`config.mk`:
```
export PLATFORM = sky130hd
export DESIGN_NAME = pfwp_ctrl
export DESIGN_NICKNAME = d
export VERILOG_FILES = /design/src/rtl/pfwp_pkg.sv /design/src/rtl/pfwp_sync.sv /design/src/rtl/pfwp_drop_filter.sv /design/src/rtl/pfwp_recovery.sv /design/src/rtl/pfwp_gate.sv /design/src/rtl/pfwp_ctrl.sv
export SDC_FILE = /design/constraint.sdc
export NUM_CORES = 1
export LEC_CHECK = 0
export BUFFER_PORTS_ARGS = -buffer_cell sky130_fd_sc_hd__buf_2
export CAP_MARGIN = 20
export CORE_MARGIN = 10
export CORE_UTILIZATION = 41
export CTS_CLUSTER_SIZE = 24
export DETAILED_ROUTE_END_ITERATION = 10
export PLACE_DENSITY_LB_ADDON = 0.3
export SKIP_CTS_REPAIR_TIMING = 1
export SLEW_MARGIN = 5
export SYNTH_ARGS = -nofsm -noshare
export SYNTH_HDL_FRONTEND = slang
export SYNTH_SLANG_ARGS = --single-unit
```
`constraint.sdc`:
```
create_clock -name clk_i -period 4.7 [get_ports clk_i]
set_input_delay 0.94 -clock clk_i [delete_from_list [all_inputs] [get_ports clk_i]]
set_output_delay 0.94 -clock clk_i [all_outputs]
set_load 0.02 [all_outputs]
```
`src/rtl/pfwp_pkg.sv`:
```
package pfwp_pkg;
  typedef struct packed {
    logic sel;
    logic wr;
    logic rd;
  } mem_ctl_t;
endpackage

```
`src/rtl/pfwp_sync.sv`:
```
module pfwp_sync #(
  parameter int unsigned STAGES = 2
) (
  input  logic clk_i,
  input  logic rst_ni,
  input  logic d_i,
  output logic q_o
);
  logic [STAGES-1:0] chain_q;

  always_ff @(posedge clk_i or negedge rst_ni) begin
    if (!rst_ni) chain_q <= '0;
    else         chain_q <= {chain_q[STAGES-2:0], d_i};
  end

  assign q_o = chain_q[STAGES-1];
endmodule

```
`src/rtl/pfwp_drop_filter.sv`:
```
module pfwp_drop_filter #(
  parameter int unsigned DROP_DLY_CYC = 20000
) (
  input  logic clk_i,
  input  logic rst_ni,
  input  logic pg_sync_i,
  output logic pg_eff_o
);
  if (DROP_DLY_CYC == 0) begin : g_direct
    assign pg_eff_o = pg_sync_i;
  end else begin : g_delay
    localparam int unsigned CW = $clog2(DROP_DLY_CYC + 1);
    localparam logic [CW-1:0] LIMIT = CW'(DROP_DLY_CYC);
    logic [CW-1:0] low_cnt_q;

    // reset value LIMIT: start protected
    always_ff @(posedge clk_i or negedge rst_ni) begin
      if (!rst_ni)              low_cnt_q <= LIMIT;
      else if (pg_sync_i)       low_cnt_q <= '0;
      else if (low_cnt_q != LIMIT) low_cnt_q <= low_cnt_q + 1'b1;
    end

    assign pg_eff_o = pg_sync_i | (low_cnt_q != LIMIT);

    a_r6_cnt_bounded: assert property (@(posedge clk_i) disable iff (!rst_ni)
      low_cnt_q <= LIMIT);
    a_r6_fall_after_low: assert property (@(posedge clk_i) disable iff (!rst_ni)
      $fell(pg_eff_o) |-> $past(!pg_sync_i));
  end
endmodule

```
`src/rtl/pfwp_recovery.sv`:
```
module pfwp_recovery #(
  parameter int unsigned REC_CYC = 4000000
) (
  input  logic clk_i,
  input  logic rst_ni,
  input  logic pg_eff_i,
  output logic rec_done_o
);
  localparam int unsigned CW = $clog2(REC_CYC + 1);
  localparam logic [CW-1:0] LIMIT = CW'(REC_CYC);
  logic [CW-1:0] rec_cnt_q;

  always_ff @(posedge clk_i or negedge rst_ni) begin
    if (!rst_ni)                rec_cnt_q <= '0;
    else if (!pg_eff_i)         rec_cnt_q <= '0;
    else if (rec_cnt_q != LIMIT) rec_cnt_q <= rec_cnt_q + 1'b1;
  end

  assign rec_done_o = (rec_cnt_q == LIMIT);

  a_r4_cnt_bounded: assert property (@(posedge clk_i) disable iff (!rst_ni)
    rec_cnt_q <= LIMIT);
  a_r4_done_needs_power: assert property (@(posedge clk_i) disable iff (!rst_ni)
    $rose(rec_done_o) |-> $past(pg_eff_i));
  a_r7_restart: assert property (@(posedge clk_i) disable iff (!rst_ni)
    !pg_eff_i |=> !rec_done_o);
endmodule

```
`src/rtl/pfwp_gate.sv`:
```
module pfwp_gate
  import pfwp_pkg::*;
(
  input  mem_ctl_t host_i,
  input  logic     protect_i,
  output logic     sel_o,
  output logic     wr_o,
  output logic     drive_o
);
  always_comb begin
    sel_o   = host_i.sel & ~protect_i;
    wr_o    = host_i.wr  & ~protect_i;
    // write wins over read: never drive during a write
    drive_o = host_i.sel & host_i.rd & ~host_i.wr & ~protect_i;
  end
endmodule

```
`src/rtl/pfwp_ctrl.sv`:
```
module pfwp_ctrl
  import pfwp_pkg::*;
#(
  parameter int unsigned REC_CYC      = 4000000,
  parameter int unsigned DROP_DLY_CYC = 20000
) (
  input  logic clk_i,
  input  logic rst_ni,
  input  logic pwr_good_i,
  input  logic mem_sel_i,
  input  logic wr_en_i,
  input  logic rd_en_i,
  output logic mem_sel_o,
  output logic wr_en_o,
  output logic drive_en_o,
  output logic sys_rst_no
);
  logic     pg_sync, pg_eff, rec_done, protect;
  mem_ctl_t host;

  pfwp_sync #(.STAGES(2)) i_sync (
    .clk_i, .rst_ni, .d_i(pwr_good_i), .q_o(pg_sync)
  );

  pfwp_drop_filter #(.DROP_DLY_CYC(DROP_DLY_CYC)) i_filter (
    .clk_i, .rst_ni, .pg_sync_i(pg_sync), .pg_eff_o(pg_eff)
  );

  pfwp_recovery #(.REC_CYC(REC_CYC)) i_recovery (
    .clk_i, .rst_ni, .pg_eff_i(pg_eff), .rec_done_o(rec_done)
  );

  // engage is combinational on pg_eff; release waits for the counter
  assign protect    = ~rst_ni | ~pg_eff | ~rec_done;
  assign sys_rst_no = ~protect;
  assign host       = '{sel: mem_sel_i, wr: wr_en_i, rd: rd_en_i};

  pfwp_gate i_gate (
    .host_i(host), .protect_i(protect),
    .sel_o(mem_sel_o), .wr_o(wr_en_o), .drive_o(drive_en_o)
  );

  a_r2_blocked: assert property (@(posedge clk_i) disable iff (!rst_ni)
    !sys_rst_no |-> !(mem_sel_o | wr_en_o | drive_en_o));
  a_r5_pass_sel: assert property (@(posedge clk_i) disable iff (!rst_ni)
    sys_rst_no |-> (mem_sel_o == mem_sel_i) && (wr_en_o == wr_en_i));
  a_r5_no_drive_on_write: assert property (@(posedge clk_i) disable iff (!rst_ni)
    wr_en_i |-> !drive_en_o);
  a_r7_no_release_on_rise: assert property (@(posedge clk_i) disable iff (!rst_ni)
    $rose(pg_eff) |-> !sys_rst_no);
endmodule

```
==> summary.txt <==
Floorplan
  • Starting Density: 0.430
  • Core ar.: 4820 sq um
  • Die ar.: 8290 sq um
  • Chip Width: 91.0 um
  • Die Ht: 91.0 um
  • I/O pin cnt: 10
  • Site row count: 25

Cells and area
  • Commonest non-fill, non-tap cell in the layout: dfrtp_1
  • Most frequent cells in the layout: dfrtp_1, nor2_1, xnor2_1
  • Fraction of layout cells with a size suffix above 1: 0.108
  • Area growth from synthesis to layout: 11.5%
  • Area of the multi-input gates: 1020 sq um
  • Nets: 240
  • Register area: 982 sq um
  • Fill cells: 459
  • Antenna Cells: 0
  • Post-route insts no fill: 298

STA
  • Worst hold slack: 351 ps
  • Finish-stage setup viols: 0
  • Setup WS post-layout: 852 ps
  • Setup TNS: 0 ps
  • Slew at the pin closest to its max-slew limit: 644 ps
  • Final worst-path cycle share: 0.819
  • Clk_skew: 7.36 ps
  • Slew margin rel.: 0.571
  • Max Freq: 260 MHz
  • RSZ-0062 raised after global routing: no
  • Final Critical Period: 3850 ps
  • Final hold viol count: 0
  • Max-slew violations: 0

Yosys
  • Fraction of registers with async set/reset: 1.00
  • Number of synthesized register bits: 39
  • Sequential element share of the synthesized area: 0.475
  • Number of flops mapped to enable cells by yosys: 0
  • Syn_nets: 229
  • Synthesized instance count: 219
  • Synth warnings: 0
  • Cell area after synthesis: 2070 sq um
  • Distinct cell type count after synthesis: 36
  • Top FF cell, synth: dfrtp_1
  • Syn Area/Cell: 9.45 sq um

Placement
  • Cells after DPL: 290
  • GP Congestion: 0.828
  • HPWL Detailed: 2880 um
  • IO buf count: 9
  • Setup slack after placement: 1200 ps

Critical path
  • CP Capture Type: output pin
  • WP data arrival: 2910 ps
  • CP max FO: 23
  • Critical path class: register to output pin
  • Critical Path RT: 3760 ps
  • Worst setup SP type: register

Clock network
  • Clk slew on worst S/H paths: 70 ps
  • Sink Count: 39
  • CTS tree: built
  • Clock Tree Root: clkbuf_8
  • CTS Buf Count: 5
  • Clock latency on the worst-skew pair: 290 ps
  • Clock buffer depth: 2
  • H-tree lvl count: 2

Power
  • Maximum vdd drop: 195 uV
  • Leak Pwr: 0.000898 uW
  • PD cells: 301 nW/um^2

Drt
  • Routed Antenna Nets: 0
  • Initial DRC count: 128
  • DRT Pass-1 Iters: 4
  • DRC: 0
  • Vias per inst: 5.41
  • Avg WL per Cell: 13.7 um
  • Final wirelength: 4090 um
  • Via count: 1,611

Global routing
  • Largest net degree at the start of global routing: 30
  • Total grt overflow: 0
  • Initial antenna violation count: 0
  • Total track usage: 0.104
  • First-pass GRT wire length: 7350 um
  • Vias in the first global route: 1,595

Worst hold path
  • Hold Crit Class: register to register

Run
  • Total of max-cap violations: 0

Status
  • Status: finished, final reports clean
## final cells by class
type / instances / area share
clock inverters: 3 / 0.0293
multi-input cells: 165 / 0.442
well taps: 67 / 0.0363
clock buffers: 5 / 0.0298
flip-flops and latches: 39 / 0.425
repair buffers: 10 / 0.0228
inverters: 9 / 0.0146
## worst paths after layout
kind / start / to / slack (ps) / cells after the start
max: i_filter.g_delay.low_cnt_q[0] / drive_en_o / 850 / 7
min: i_sync.chain_q[0] / i_sync.chain_q[1] / 350 / 0
max reg2reg: i_filter.g_delay.low_cnt_q[0] / i_recovery.rec_cnt_q[0] / 2140 / 6
min reg2reg: i_sync.chain_q[0] / i_sync.chain_q[1] / 350 / 0
max in group asynchronous: rst_ni / i_filter.g_delay.low_cnt_q[10] / 3470 / 2
min in group asynchronous: rst_ni / i_filter.g_delay.low_cnt_q[13] / 520 / 1
## metrics by stage
| step | utilization | power (uW) | cell area, sq um |
|---|---|---|---|
| finish | 0.479 | 696 | 2310 |
| floorplan | - | 356 | 2070 |
| global route | 0.479 | 720 | 2310 |
| CTS | 0.479 | 704 | 2310 |
| detailed placement | 0.451 | 368 | 2170 |
| global placement | 0.451 | 367 | 2170 |
## report_power, final
part,internal [uW],switching (uW)
clock network,212,122
logic,6.62,11.3
registers,338,5.40
## routing by layer
| metal | global-route usage | vias to the layer above | share of wire |
|---|---|---|---|
| met4 | 0.0392 | 0 | 0.015 |
| met2 | 0.177 | 13 | 0.49 |
| met5 | 0 | - | 0 |
| met1 | 0.124 | 782 | 0.47 |
| met3 | 0.0255 | 6 | 0.025 |
| li1 | - | 810 | - |
## logic make-up after synthesis
group                      Yosys count  synth area share
and+or+nand+nor                    109             0.288
DFF                                 39             0.475
AOI/OAI and AO/OA                   28            0.0780
xor gates and xnor gates            22            0.0931
buffers and inverters               15            0.0326
adders and majority gates            4            0.0242
muxes                                2           0.00967
## cell usage after synthesis, drive strengths merged, types with 2 or more instances
master / n / area, sq um
o21ai: 8 / 40.0
and3: 3 / 18.8
inv: 9 / 33.8
dfstp: 5 / 131
ha: 4 / 50.1
o31ai: 3 / 22.5
nor4: 8 / 50.1
nand4: 12 / 75.1
nor3: 8 / 40.0
clkbuf: 2 / 7.51
buf: 4 / 26.3
or3: 6 / 37.5
xnor2: 14 / 123
nand2: 13 / 48.8
dfrtp: 34 / 851
nor2: 28 / 113
nor4bb: 2 / 20.0
nand3: 12 / 60.1
mux2i: 2 / 20.0
and4: 5 / 43.8
a21oi: 13 / 65.1
xor2: 8 / 70.1
or4: 5 / 37.5
## critical path: stages (launching register included)
cell and delay, ps:
dfrtp_1 430, inv_1 80, ha_1 150, or4b_1 450, or4_1 700, nor2_4 490, nor4_1 130, buf_2 180
## registers in the layout, summed over array words and instances, names as in the netlist
| name | cells |
|---|---|
| i_filter.g_delay.low_cnt_q | 15 |
| i_recovery.rec_cnt_q | 22 |
| i_sync.chain_q | 2 |
Note: power is estimated with default switching activity, not from simulation.
